## config.mk

```make
export PLATFORM = sky130hd
export DESIGN_NAME = csr_periph_regs
export DESIGN_NICKNAME = d
export VERILOG_FILES = /design/src/rtl/csr_periph_pkg.sv /design/src/rtl/csr_addr_decode.sv /design/src/rtl/csr_irq_unit.sv /design/src/rtl/csr_periph_regs.sv
export SDC_FILE = /design/constraint.sdc
export NUM_CORES = 1
export LEC_CHECK = 0
export ABC_AREA = 0
export CAP_MARGIN = 20
export CORE_ASPECT_RATIO = 1.25
export CORE_UTILIZATION = 33
export CTS_BUF_LIST = sky130_fd_sc_hd__clkbuf_8
export CTS_CLUSTER_DIAMETER = 200
export DETAILED_ROUTE_END_ITERATION = 10
export GPL_ROUTABILITY_DRIVEN = 0
export GPL_TIMING_DRIVEN = 0
export HOLD_SLACK_MARGIN = 0.02
export PLACE_DENSITY = 0.92
export SYNTH_ARGS = -nofsm -noshare
export SYNTH_HDL_FRONTEND = slang
export SYNTH_SLANG_ARGS = --single-unit
```

## constraint.sdc

```tcl
create_clock -name clk -period 3.9 [get_ports clk]
set_input_delay 0.78 -clock clk [delete_from_list [all_inputs] [get_ports clk]]
set_output_delay 0.78 -clock clk [all_outputs]
set_load 0.02 [all_outputs]
```

## src/rtl/csr_periph_pkg.sv

```systemverilog
package csr_periph_pkg;
    localparam int NUM_REGS  = 5;
    localparam int REG_CTRL  = 0;
    localparam int REG_STAT  = 1;
    localparam int REG_IEN   = 2;
    localparam int REG_IPEND = 3;
    localparam int REG_IDENT = 4;
    localparam int WORD_BYTES = 4;

    typedef enum logic [1:0] {
        PH_IDLE   = 2'd0,
        PH_SETUP  = 2'd1,
        PH_ACCESS = 2'd2
    } bus_phase_e;
endpackage

```

## src/rtl/csr_addr_decode.sv

```systemverilog
module csr_addr_decode
    import csr_periph_pkg::*;
#(
    parameter int          ADDR_W    = 32,
    parameter logic [31:0] BASE_ADDR = 32'h0
) (
    input  logic                clk,
    input  logic                rst_n,
    input  logic [ADDR_W-1:0]   addr,
    output logic [NUM_REGS-1:0] sel,
    output logic                err
);
    localparam int SPAN = NUM_REGS * WORD_BYTES;

    logic [ADDR_W-1:0] rel;
    logic              aligned;

    assign rel     = addr - BASE_ADDR[ADDR_W-1:0];
    assign aligned = (rel[1:0] == 2'b00);

    for (genvar g = 0; g < NUM_REGS; g++) begin : g_sel
        assign sel[g] = aligned && (rel == ADDR_W'(g * WORD_BYTES));
    end

    assign err = !aligned || (rel >= ADDR_W'(SPAN));

    assert_sel_onehot_R1: assert property (@(posedge clk) disable iff (!rst_n)
        $onehot0(sel));
    assert_err_nosel_R8: assert property (@(posedge clk) disable iff (!rst_n)
        err |-> (sel == '0));
endmodule

```

## src/rtl/csr_irq_unit.sv

```systemverilog
module csr_irq_unit #(
    parameter int N_IRQ = 4
) (
    input  logic             clk,
    input  logic             rst_n,
    input  logic [N_IRQ-1:0] evt,
    input  logic [N_IRQ-1:0] clr_mask,
    input  logic [N_IRQ-1:0] en_mask,
    output logic [N_IRQ-1:0] pend,
    output logic             irq
);
    logic [N_IRQ-1:0] pend_q;
    logic             irq_q;

    always_ff @(posedge clk or negedge rst_n) begin
        if (!rst_n) begin
            pend_q <= '0;
            irq_q  <= 1'b0;
        end else begin
            pend_q <= (pend_q & ~clr_mask) | evt;
            irq_q  <= |(pend_q & en_mask);
        end
    end

    assign pend = pend_q;
    assign irq  = irq_q;

    assert_set_wins_R6: assert property (@(posedge clk) disable iff (!rst_n)
        (evt != '0) |=> ((pend & $past(evt)) == $past(evt)));
    assert_w1c_clears_R6: assert property (@(posedge clk) disable iff (!rst_n)
        ((clr_mask & ~evt) != '0) |=> ((pend & $past(clr_mask & ~evt)) == '0));
endmodule

```

## src/rtl/csr_periph_regs.sv

```systemverilog
module csr_periph_regs
    import csr_periph_pkg::*;
#(
    parameter int          ADDR_W    = 32,
    parameter logic [31:0] BASE_ADDR = 32'h0,
    parameter int          N_IRQ     = 4,
    parameter logic [31:0] ID_VALUE  = 32'h0A51_0102
) (
    input  logic              clk,
    input  logic              rst_n,
    input  logic              psel,
    input  logic              penable,
    input  logic              pwrite,
    input  logic [ADDR_W-1:0] paddr,
    input  logic [31:0]       pwdata,
    input  logic [3:0]        pstrb,
    output logic [31:0]       prdata,
    output logic              pready,
    output logic              pslverr,
    input  logic              core_busy,
    input  logic              core_done,
    input  logic [N_IRQ-1:0]  irq_event,
    output logic              ctrl_enable,
    output logic [1:0]        ctrl_mode,
    output logic              irq
);
    localparam int CTRL_W = 3;

    bus_phase_e        phase_q, phase_d;
    logic              in_access, commit;
    logic [NUM_REGS-1:0] sel;
    logic              dec_err;
    logic [31:0]       wmask;
    logic [CTRL_W-1:0] ctrl_q;
    logic [N_IRQ-1:0]  ien_q, pend, clr_mask;
    logic [31:0]       rd_mux;
    logic              unused_wdata;

    assign unused_wdata = ^pwdata;

    // Bus phase tracker: registered state
    always_ff @(posedge clk or negedge rst_n) begin
        if (!rst_n) phase_q <= PH_IDLE;
        else        phase_q <= phase_d;
    end

    always_comb begin
        unique case ({psel, penable})
            2'b10:   phase_d = PH_SETUP;
            2'b11:   phase_d = PH_ACCESS;
            default: phase_d = PH_IDLE;
        endcase
    end

    // Phase-derived outputs
    always_comb begin
        in_access = 1'b0;
        commit    = 1'b0;
        unique case (phase_q)
            PH_SETUP: begin
                in_access = psel && penable;
                commit    = psel && penable && pwrite;
            end
            PH_IDLE, PH_ACCESS: begin
                in_access = 1'b0;
                commit    = 1'b0;
            end
            default: begin
                in_access = 1'b0;
                commit    = 1'b0;
            end
        endcase
    end

    csr_addr_decode #(.ADDR_W(ADDR_W), .BASE_ADDR(BASE_ADDR)) u_dec (
        .clk(clk), .rst_n(rst_n), .addr(paddr), .sel(sel), .err(dec_err)
    );

    for (genvar b = 0; b < 4; b++) begin : g_lane
        assign wmask[8*b +: 8] = {8{pstrb[b]}};
    end

    always_ff @(posedge clk or negedge rst_n) begin
        if (!rst_n) begin
            ctrl_q <= '0;
            ien_q  <= '0;
        end else if (commit && !dec_err) begin
            if (sel[REG_CTRL])
                ctrl_q <= (ctrl_q & ~wmask[CTRL_W-1:0]) | (pwdata[CTRL_W-1:0] & wmask[CTRL_W-1:0]);
            if (sel[REG_IEN])
                ien_q <= (ien_q & ~wmask[N_IRQ-1:0]) | (pwdata[N_IRQ-1:0] & wmask[N_IRQ-1:0]);
        end
    end

    assign clr_mask = (commit && !dec_err && sel[REG_IPEND])
                    ? (pwdata[N_IRQ-1:0] & wmask[N_IRQ-1:0]) : '0;

    csr_irq_unit #(.N_IRQ(N_IRQ)) u_irq (
        .clk(clk), .rst_n(rst_n), .evt(irq_event), .clr_mask(clr_mask),
        .en_mask(ien_q), .pend(pend), .irq(irq)
    );

    always_comb begin
        rd_mux = '0;
        unique case (1'b1)
            sel[REG_CTRL]:  rd_mux = 32'(ctrl_q);
            sel[REG_STAT]:  rd_mux = {30'b0, core_done, core_busy};
            sel[REG_IEN]:   rd_mux = 32'(ien_q);
            sel[REG_IPEND]: rd_mux = 32'(pend);
            sel[REG_IDENT]: rd_mux = ID_VALUE;
            default:        rd_mux = '0;
        endcase
    end

    assign prdata      = (in_access && !dec_err) ? rd_mux : 32'h0;
    assign pslverr     = in_access && dec_err;
    assign pready      = 1'b1;
    assign ctrl_enable = ctrl_q[0];
    assign ctrl_mode   = ctrl_q[2:1];

    assert_slverr_zero_R8: assert property (@(posedge clk) disable iff (!rst_n)
        pslverr |-> (prdata == 32'h0));
    assert_err_access_only_R11: assert property (@(posedge clk) disable iff (!rst_n)
        pslverr |-> (psel && penable && $past(psel && !penable)));
    assert_ctrl_hold_R3: assert property (@(posedge clk) disable iff (!rst_n)
        !(commit && sel[REG_CTRL]) |=> $stable({ctrl_mode, ctrl_enable}));
    assert_ien_hold_R5: assert property (@(posedge clk) disable iff (!rst_n)
        !(commit && sel[REG_IEN]) |=> $stable(ien_q));
endmodule

```

# Word level (Yosys, flattened, before mapping)

Index checks and enable logic that the tools add are counted.

$add $sub $neg: 0
Shift operators: 0
Div/mod/pow operators: 0
Equality and inequality tests: 7
Multiplexer cells: 6
$lt $le $gt $ge: 1
Reductions and logical operators: 19
Bitwise operators: 12
$mul: 0

Operator list:

| kind                                                                                 | number |
|---|---|
| 28-bit one-hot mux with 5 select lines                                               | 1 |
| 32-bit by 4-bit == test with 1-bit output, second input constant                     | 2 |
| 32-bit by 3-bit == test with 1-bit output, second input constant                     | 1 |
| 32-bit by 5-bit == test with 1-bit output, second input constant                     | 1 |
| 32-bit by 5-bit greater-or-equal comparator with 1-bit output, second input constant | 1 |
| 32-bit zero test                                                                     | 1 |
| 28-bit 2-to-1 mux                                                                    | 1 |
| 4-bit AND                                                                            | 4 |
| 1-bit logical AND                                                                    | 11 |
| 4-bit NOT                                                                            | 2 |
| 4-bit OR                                                                             | 2 |
| 3-bit AND                                                                            | 2 |
| 2-bit == test, second input constant                                                 | 2 |
| 4-bit 2-to-1 mux                                                                     | 1 |
| 2-bit one-hot mux with 2 select lines                                                | 1 |
| 2-bit AND reduction                                                                  | 2 |
| 4-bit OR reduction                                                                   | 1 |
| 3-bit NOT                                                                            | 1 |
| 3-bit OR                                                                             | 1 |
| 2-bit by 1-bit == test with 1-bit output, second input constant                      | 1 |
| 1-bit zero test                                                                      | 2 |
| 2-bit zero test                                                                      | 1 |
| 1-bit 2-to-1 mux                                                                     | 2 |
| 1-bit logical OR                                                                     | 1 |

Logic and storage cells: 50
Bits in writable memories: 0
Input bits: 79
Memories kept: 0
Flip-flop bits (word level): 14
Output and inout port bits: 38
Bits in latches: 0
Memory bits (read-only): 0

# Logic depth before layout (Yosys ltp)

Gate-level depths: netlist of run 1.

Depth after elaboration: 10
Mapped depth: 5

# Hierarchy

A second synthesis of run 1 with hierarchy kept.

Cell total of the unflattened synthesis: 113
Area, all modules: 1064.8 µm²

By module, submodules not included:

| module          | cells an instance | seq. area each (µm²) | area an instance (µm²) | times used |
|---|---|---|---|---|
| csr_periph_regs | 75                | 225.2                | 739.5                  | 1 |
| csr_irq_unit    | 16                | 125.1                | 190.2                  | 1 |
| csr_addr_decode | 22                | 0.0                  | 135.1                  | 1 |

# Worst setup path after synthesis of run 1

No wires, ideal clock.

Path type: input -> output
From: in paddr[27]
To: out prdata[16]
Data required time: 3120 ps
Setup slack: 799 ps
Stages on the path: 5
Data arrival time: 2321 ps
Buffers on the path: 1
Path through: nor4_2 > nand4b_4 > or2_1 > nor2_1 > buf_4

Longest elaborated chain between the ends: 5
Elaborated cells on any way between the ends: 16
Those cells by class: order compare (1); eq/ne (4); mux (2); reduce/logical (9)

RTL lines:

| element                                                       | line                   | source |
|---|---|---|
| start: declaration                                            | csr_periph_regs.sv:14  | `input logic [ADDR_W-1:0] paddr,` |
| 32-bit by 5-bit greater-or-equal comparator with 1-bit output | csr_addr_decode.sv:25  | `assign err = !aligned \|\| (rel >= ADDR_W'(SPAN));` |
| 1-bit logical OR                                              | csr_addr_decode.sv:25  |  |
| 1-bit zero test                                               | csr_periph_regs.sv:115 | `assign prdata = (in_access && !dec_err) ? rd_mux : 32'h0;` |
| 1-bit logical AND                                             | csr_periph_regs.sv:115 |  |
| 28-bit 2-to-1 mux (*)                                         | csr_periph_regs.sv:115 |  |
| end: declaration                                              | csr_periph_regs.sv:17  | `output logic [31:0] prdata,` |

Mark *: on every way between the ends. The rest lies on a longest branch, timed or not.

# Worst setup path in the final report of run 1

From: in penable
To: out prdata[3]

Longest elaborated chain between the ends: 4

RTL lines:

| element            | line                   | source |
|---|---|---|
| start: declaration | csr_periph_regs.sv:12  | `input logic penable,` |
| 1-bit logical AND  | csr_periph_regs.sv:61  | `in_access = psel && penable;` |
| 1-bit 2-to-1 mux   | csr_periph_regs.sv:59  | `unique case (phase_q)` |
| 1-bit logical AND  | csr_periph_regs.sv:115 |  |
| 28-bit 2-to-1 mux  | csr_periph_regs.sv:115 |  |

Every way passes these cells.

==> results of run 1 <==
[cells by family (layout without fill, tap and decap cells)]
logic type / Yosys count / in the layout / synth area share, %
AND/OR/NAND/NOR: 42 / 42 / 32.7
buffers and inverters: 32 / 97 / 18.8
flip-flops: 14 / 14 / 29.0
AO/OA/AOI/OAI: 11 / 11 / 6.64
multiplexers: 11 / 11 / 12.2
other: 2 / 23 / 0.623
[cells in the final DEF, fill, tap and decap left out, types with 2 or more instances in the layout]
master                             n
sky130_fd_sc_hd__buf_4            30
sky130_fd_sc_hd__nor4_2            2
sky130_fd_sc_hd__a22oi_1           2
sky130_fd_sc_hd__nor2b_1           2
sky130_fd_sc_hd__nand2_1           6
sky130_fd_sc_hd__o21ai_0           2
sky130_fd_sc_hd__nor4_4            8
sky130_fd_sc_hd__mux2_4            4
sky130_fd_sc_hd__mux2_1            3
sky130_fd_sc_hd__clkbuf_8          4
sky130_fd_sc_hd__and2_1            2
sky130_fd_sc_hd__nand2b_1          5
sky130_fd_sc_hd__conb_1           23
sky130_fd_sc_hd__o41ai_1           4
sky130_fd_sc_hd__dfrtp_1          14
sky130_fd_sc_hd__clkdlybuf4s50_1  59
sky130_fd_sc_hd__nor2_1            3
sky130_fd_sc_hd__mux2i_1           2
sky130_fd_sc_hd__nand3_1           2
sky130_fd_sc_hd__nor3_1            3
[synth_stat cells]
| library cell | number | area [sq um] |
|---|---|---|
| sky130_fd_sc_hd__a21oi_1 | 1 | 5.00 |
| sky130_fd_sc_hd__nand4b_1 | 1 | 8.76 |
| sky130_fd_sc_hd__nor4_2 | 2 | 25.0 |
| sky130_fd_sc_hd__nand3_1 | 2 | 10.0 |
| sky130_fd_sc_hd__nand2_1 | 6 | 22.5 |
| sky130_fd_sc_hd__a22oi_1 | 2 | 15.0 |
| sky130_fd_sc_hd__and4b_1 | 1 | 10.0 |
| sky130_fd_sc_hd__nand4_2 | 1 | 12.5 |
| sky130_fd_sc_hd__mux2_1 | 3 | 33.8 |
| sky130_fd_sc_hd__conb_1 | 2 | 7.51 |
| sky130_fd_sc_hd__nor2b_1 | 2 | 12.5 |
| sky130_fd_sc_hd__nor4_4 | 7 | 149 |
| sky130_fd_sc_hd__o41ai_1 | 4 | 35.0 |
| sky130_fd_sc_hd__nand2b_1 | 5 | 31.3 |
| sky130_fd_sc_hd__a21boi_0 | 1 | 7.51 |
| sky130_fd_sc_hd__a211oi_1 | 1 | 7.51 |
| sky130_fd_sc_hd__o21ai_0 | 2 | 10.0 |
| sky130_fd_sc_hd__nor4_1 | 1 | 6.26 |
| sky130_fd_sc_hd__buf_2 | 1 | 5.00 |
| sky130_fd_sc_hd__or2_1 | 1 | 6.26 |
| sky130_fd_sc_hd__mux2i_1 | 2 | 20.0 |
| sky130_fd_sc_hd__dfrtp_1 | 14 | 350 |
| sky130_fd_sc_hd__mux4_2 | 1 | 22.5 |
| sky130_fd_sc_hd__clkbuf_1 | 3 | 11.3 |
| sky130_fd_sc_hd__nor3_1 | 3 | 15.0 |
| sky130_fd_sc_hd__and2_1 | 2 | 12.5 |
| sky130_fd_sc_hd__and3_1 | 1 | 6.26 |
| sky130_fd_sc_hd__mux2_2 | 1 | 11.3 |
| sky130_fd_sc_hd__nor2_1 | 4 | 15.0 |
| sky130_fd_sc_hd__nand4b_4 | 1 | 23.8 |
| sky130_fd_sc_hd__mux2_4 | 4 | 60.1 |
| sky130_fd_sc_hd__nand4_1 | 1 | 6.26 |
| sky130_fd_sc_hd__buf_4 | 28 | 210 |
| sky130_fd_sc_hd__nand4_4 | 1 | 21.3 |
[routing by layer]
metal	routed length [microns]	GRT usage, %	vias up
li1	-	-	526
met1	1160	16.6	481
met2	1540	28.2	65
met3	277	2.99	4
met4	17	4.07	0
met5	0	0	-
[worst reg2reg max path, stage by stage (launching register included)]
cell and delay (ps):
sky130_fd_sc_hd__dfrtp_1 350, sky130_fd_sc_hd__and4b_1 390, sky130_fd_sc_hd__nand4_2 240, sky130_fd_sc_hd__nor4_4 400, sky130_fd_sc_hd__mux2_4 340
[power breakdown]
group / internal [W] / switching [W] / total [W] / leakage (nW)
Clock: 0.0000894 / 0.0000490 / 0.000138 / 0.0288
Sequential: 0.000146 / 0.000000161 / 0.000147 / 0.173
Combinational: 0.0000661 / 0.0000524 / 0.000119 / 0.717
Total: 0.000302 / 0.000102 / 0.000403 / 0.919
[what timing repair did]
item / in CTS / in global routing
gates resized for setup: 3 / 4
hold buffers: 0 / 0
endpoints found under the setup margin: 7 / 8
setup buffers: 1 / 1
pin swaps: 1 / 1
[metrics by stage]
stage               TNS, ps  setup WS [ps]  util, %  hold slack (ps)  cells
finish                    0            133     58.2              526    237
global route              0           60.0     58.2              548    237
CTS                       0           31.0     57.7              527    236
detailed placement     -790           -151     55.5              512    232
global placement       -667           -127     55.5              499    232
floorplan                 0            799        -              481    133
[worst max path at each step]
stage	startpoint	end	depth (start not counted)
4_1_cts	paddr[27]	prdata[20]	7
3_5_place_dp	paddr[26]	prdata[20]	7
2_1_floorplan	paddr[27]	prdata[16]	5
6_report	penable	prdata[3]	6
5_1_grt	penable	prdata[3]	6
3_3_place_gp	paddr[26]	prdata[25]	7
[area by class of cell]
class | instances | area [sq um]
Timing Repair Buffer | 62 | 618
Fill cell | 303 | 1460
Clock buffer | 4 | 55.1
Tap cell | 39 | 48.8
Sequential cell | 14 | 350
Buffer | 31 | 224
Multi-Input combinational cell | 87 | 731
==> reports/qor_table.md, run 1 <==
| Parameter | Reported | Unit |
|---|---|---|
| Post-DRT Antenna Nets | 0 | - |
| Placed Area | 0.00193 | sq mm |
| Run status | complete, no violations | - |
| Detailed-routing iteration count for the pre-antenna-repair pass | 4 | - |
| Area added between synthesis and finish | 68.0 | % |
| Total of endpoints with negative setup slack in the final report | 0 | - |
| Syn Inst Count | 112 | - |
| Number of buffers and inverters on the critical path | 2 | - |
| Slowest cell on crit path | sky130_fd_sc_hd__clkdlybuf4s50_1 | - |
| Worst Path Required | 3120 | ps |
| Slowest cell delay on critical path | 610 | ps |
| F_max | 0.265 | GHz |
| H-tree level count | 1 | - |
| Slack of the worst reg-to-reg path | 2060 | ps |
| Number of design-rule violations left by the first detailed-router iteration | 19 | - |
| Arrival time at the worst endpoint | 2990 | ps |
| Core area | 0.00348 | sq mm |
| Crit start category | primary input | - |
| Count of final max-slew check failures | 0 | - |
| Synth warn | 0 | - |
| Library cells used by synthesis | 34 | - |
| Combined area of all synthesized cells | 0.00121 | sq mm |
| Clock root buffer | sky130_fd_sc_hd__clkbuf_8 | - |
| Io pins | 117 | - |
| Clock-pin slew of the registers on the worst-case setup and hold paths | 50 | ps |
| Wire length of the first global-routing pass | 4620 | microns |
| Drt wl/cell | 12.6 | microns |
| VDD IR max | 0.000215 | V |
| TritonCTS clock tree | yes | - |
| Pin count of the biggest net entering global routing | 15 | - |
| Total CTS buffers | 3 | - |
| Flip-flop and latch count after synthesis | 14 | - |
| Starting utilization of the core area | 34.6 | % |
| Cell depth of the worst min-delay path | 1 | - |
| Share of layout cells above drive strength 1 | 28.3 | % |
| Die footprint | 0.00390 | sq mm |
| LEAKAGE | 0.919 | nW |
| Family with the most delay on the worst path | buffers and inverters | - |
| Number of nets at the end of the flow | 278 | - |
| Number of diodes | 0 | - |
| Post-detailed-route via-to-cell ratio | 4.54 | - |
| DRC violation count after routing | 0 | - |
| Post-detailed-routing wire length | 2990 | microns |
| Crit path capture type | output pin | - |
| Worst slew margin relative to its limit | 59.2 | % |
| Number of max-cap violations | 0 | - |
| Power after layout | 0.000403 | W |
| Type of the tightest min-delay check | flop to flop | - |
| CTS sink count | 14 | - |
| Die boundary width | 56.1 | microns |
| Cell with the most instances on the worst path | sky130_fd_sc_hd__clkdlybuf4s50_1 | - |
| Sequential area share after synthesis | 29.0 | % |
| Start of the worst register-to-register path | phase_q[1] | - |
| Layout Cell Area excl Fill | 0.00203 | sq mm |
| PD cells | 199 | mW/mm^2 |
| Final clock period utilization by the worst path | 96.6 | % |
| Port Buf Inserts | 60 | - |
| DR vias | 1076 | - |
| DIE HEIGHT | 69.6 | microns |
| Critical-path cell list | clkdlybuf4s50_1 -> and4b_1 -> nand4b_1 -> nor4_2 -> and3_1 -> clkdlybuf4s50_1 | - |
| Number of antenna violations at the first check in global routing | 0 | - |
| All-layer global routing usage | 14.9 | % |
| HPWL after detailed placement | 2490 | microns |
| Global-route congestion overflow total | 0 | - |
| Synthesized area per cell | 10.8 | sq um |
| Clock skew after layout | 3.74 | ps |
| Number of hold violations in the final report | 0 | - |
| Worst Max-Slew Pin Slew | 610 | ps |
| Placement Rows | 24 | - |
| Setup repair after global routing missed its margin | no | - |
| Category of the most critical setup path | primary input to output pin | - |
| Via count of the first global-routing pass | 1032 | - |
| Crit path max fanout | 6 | - |
| Worst-Skew Late Latency | 240 | ps |
| Depth of the worst register-to-register path | 4 | - |
| Clock buffer depth | 2 | - |
| Period minus WS final | 3770 | ps |
Note: power is estimated with default switching activity, not from simulation.
==> inputs of run 2 (changes only) <==
- CORE_UTILIZATION: 33 -> 32
- CTS_BUF_LIST: sky130_fd_sc_hd__clkbuf_8 -> not set
- PLACE_DENSITY: 0.92 -> not set
- PLACE_DENSITY_LB_ADDON: not set -> 0.08
==> run 2 against run 1 <==
  * The run now ends with DRC left
  * Global-route usage rose by 0.39 points
  * Cell area rose by 2.7%
  * Via count rose by 0.37%
  * Critical path type unchanged
  * Power rose by 0.38%
  * Flip-flop and latch count did not move
  * Worst setup slack improved by 21 ps
  * Maximum frequency rose by 0.56%
  * Critical endpoint is now prdata[22]
  * Routed wire length rose by 0.77%
  * Non-clock buffer count rose by 6
  * Sequential share of layout area fell by 0.45 points
  * First-iteration DRC count rose to 2.5 times the previous value
  * Final cell count rose by 2.5%
==> reports/qor_table.md, run 2 (synthesized netlist as in run 1, its figures left out) <==
| Parameter | Reported | Unit |
|---|---|---|
| Io pins | 117 | - |
| DR vias | 1080 | - |
| Clock network fraction of total power | 34.4 | % |
| Arrival time at the worst endpoint | 2970 | ps |
| Relative contribution of sequential cells to total power | 36.2 | % |
| Cell depth of the worst min-delay path | 1 | - |
| Family with the most delay on the worst path | buffers and inverters | - |
| Wire length of the first global-routing pass | 4920 | microns |
| Crit start category | primary input | - |
| Post-detailed-route via-to-cell ratio | 4.44 | - |
| Number of design-rule violations left by the first detailed-router iteration | 48 | - |
| Number of buffers and inverters on the critical path | 3 | - |
| Power after layout | 0.000405 | W |
| Min Hold Slack | 519 | ps |
| Total of endpoints with negative setup slack in the final report | 0 | - |
| Port Buf Inserts | 60 | - |
| DRC violation count after routing | 18 | - |
| Number of hold violations in the final report | 0 | - |
| Count of final max-slew check failures | 0 | - |
| Worst Max-Slew Pin Slew | 633 | ps |
| Type of the tightest min-delay check | flop to flop | - |
| Period minus WS final | 3750 | ps |
| Total CTS buffers | 3 | - |
| Final-layout setup total negative slack | 0 | ps |
| All-layer global routing usage | 15.3 | % |
| Starting utilization of the core area | 34.0 | % |
| Die footprint | 0.00402 | sq mm |
| Core area | 0.00354 | sq mm |
| Drt wl/cell | 12.4 | microns |
| Slowest cell delay on critical path | 590 | ps |
| Run status | finished, violations left | - |
| Worst-Skew Late Latency | 240 | ps |
| Number of max-cap violations | 0 | - |
| DIE HEIGHT | 70.6 | microns |
| Slowest cell on crit path | sky130_fd_sc_hd__clkdlybuf4s50_1 | - |
| Share of layout cells above drive strength 1 | 30.4 | % |
| Worst slew margin relative to its limit | 57.7 | % |
| H-tree level count | 1 | - |
| Post-detailed-routing wire length | 3010 | microns |
| F_max | 0.267 | GHz |
| Critical-path cell list | clkdlybuf4s50_1 -> nor4_4 -> nand4_4 -> or2_1 -> nor2_4 -> buf_4 -> clkdlybuf4s50_1 | - |
| Clock-pin slew of the registers on the worst-case setup and hold paths | 60 | ps |
| Internal power | 0.000302 | W |
| Start of the worst register-to-register path | phase_q[1] | - |
| Logic gate share of total power | 29.4 | % |
| Crit path capture type | output pin | - |
| Setup repair after global routing missed its margin | no | - |
| Switching share of total power | 25.3 | % |
| PD cells | 195 | mW/mm^2 |
| Clock root buffer | sky130_fd_sc_hd__clkbuf_8 | - |
| Depth of the worst register-to-register path | 4 | - |
| Slack of the worst reg-to-reg path | 2060 | ps |
| Final cell utilization of the core | 58.7 | % |
| Final clock period utilization by the worst path | 96.1 | % |
| Global-route congestion overflow total | 0 | - |
| Failing checks | DRC | - |
| CTS sink count | 14 | - |
| VDD IR max | 0.000190 | V |
| Clock skew after layout | 1.20 | ps |
| Number of nets at the end of the flow | 284 | - |
| Post-DRT Antenna Nets | 0 | - |
| Cell with the most instances on the worst path | sky130_fd_sc_hd__clkdlybuf4s50_1 | - |
| Pin count of the biggest net entering global routing | 15 | - |
| Category of the most critical setup path | primary input to output pin | - |
| Fillcell total | 324 | - |
| TritonCTS clock tree | yes | - |
| Via count of the first global-routing pass | 1037 | - |
| Detailed-routing iteration count for the pre-antenna-repair pass | 8 | - |
| Worst Path Required | 3120 | ps |
| Hold bufs inserted after CTS | 0 | - |
| Crit path max fanout | 7 | - |
| Most common cell after layout, fill and taps aside | sky130_fd_sc_hd__clkdlybuf4s50_1 | - |
| Die boundary width | 56.9 | microns |
| Number of antenna violations at the first check in global routing | 0 | - |
| Placement Rows | 24 | - |
| Sw Pwr | 0.000103 | W |
| Number of diodes | 0 | - |
| Commonest non-fill, non-tap cells in the layout | 59 x sky130_fd_sc_hd__clkdlybuf4s50_1, 36 x sky130_fd_sc_hd__buf_4, 23 x sky130_fd_sc_hd__conb_1, 14 x sky130_fd_sc_hd__dfrtp_1, 9 x sky130_fd_sc_hd__nor4_4 | - |
| LEAKAGE | 0.946 | nW |
| Area added between synthesis and finish | 72.5 | % |
| Clock buffer depth | 2 | - |
| HPWL after detailed placement | 2440 | microns |
## run 2: how the worst max path moves through the flow
stage | start | end | slack, ps | cells past startpoint
final | paddr[13] | prdata[22] | 150 | 7
after global routing | paddr[6] | prdata[2] | 10 | 7
after CTS | paddr[1] | prdata[22] | 20 | 7
after detailed placement | paddr[1] | prdata[22] | -140 | 7
after global placement | paddr[1] | prdata[16] | -90 | 7
after floorplan | paddr[27] | prdata[16] | 800 | 5
## run 2: per-stage QoR
stage	cells	area, sq um	setup slack (ps)
after floorplan	133	1280	799
after global placement	232	1930	-88.1
after detailed placement	232	1930	-139
after CTS	236	2010	15.4
after global routing	243	2080	11.9
final	243	2080	154
## run 2: power by group through the flow
stage          Sequential [W]  Clock [W]  Combinational (W)
6_report             0.000147   0.000139           0.000119
5_1_grt              0.000147   0.000149           0.000128
4_1_cts              0.000147   0.000143           0.000117
3_5_place_dp         0.000149          0           0.000116
3_3_place_gp         0.000149          0           0.000115
2_1_floorplan        0.000149          0          0.0000554
## run 2: final cells by class
| class | instances | area [sq um] | share of cell area, % |
|---|---|---|---|
| well taps | 39 | 48.8 | 2.35 |
| clock buffers | 4 | 55.1 | 2.65 |
| multi-input cells | 87 | 739 | 35.5 |
| repair buffers | 68 | 663 | 31.9 |
| flip-flops and latches | 14 | 350 | 16.8 |
| plain buffers | 31 | 224 | 10.8 |
## run 2: timing repair
item | CTS | global route
gates resized for setup | 3 | 5
buffers inserted | 0 | 8
pin swaps | 1 | 3
setup endpoints to repair | 6 | 9
## run 2: layer usage
metal	global-route usage, %	vias to the layer above	wire length [microns]
met2	26.0	50	1510
met3	2.01	4	248
met1	20.0	485	1230
met5	0	-	0
li1	-	541	-
met4	4.88	0	23
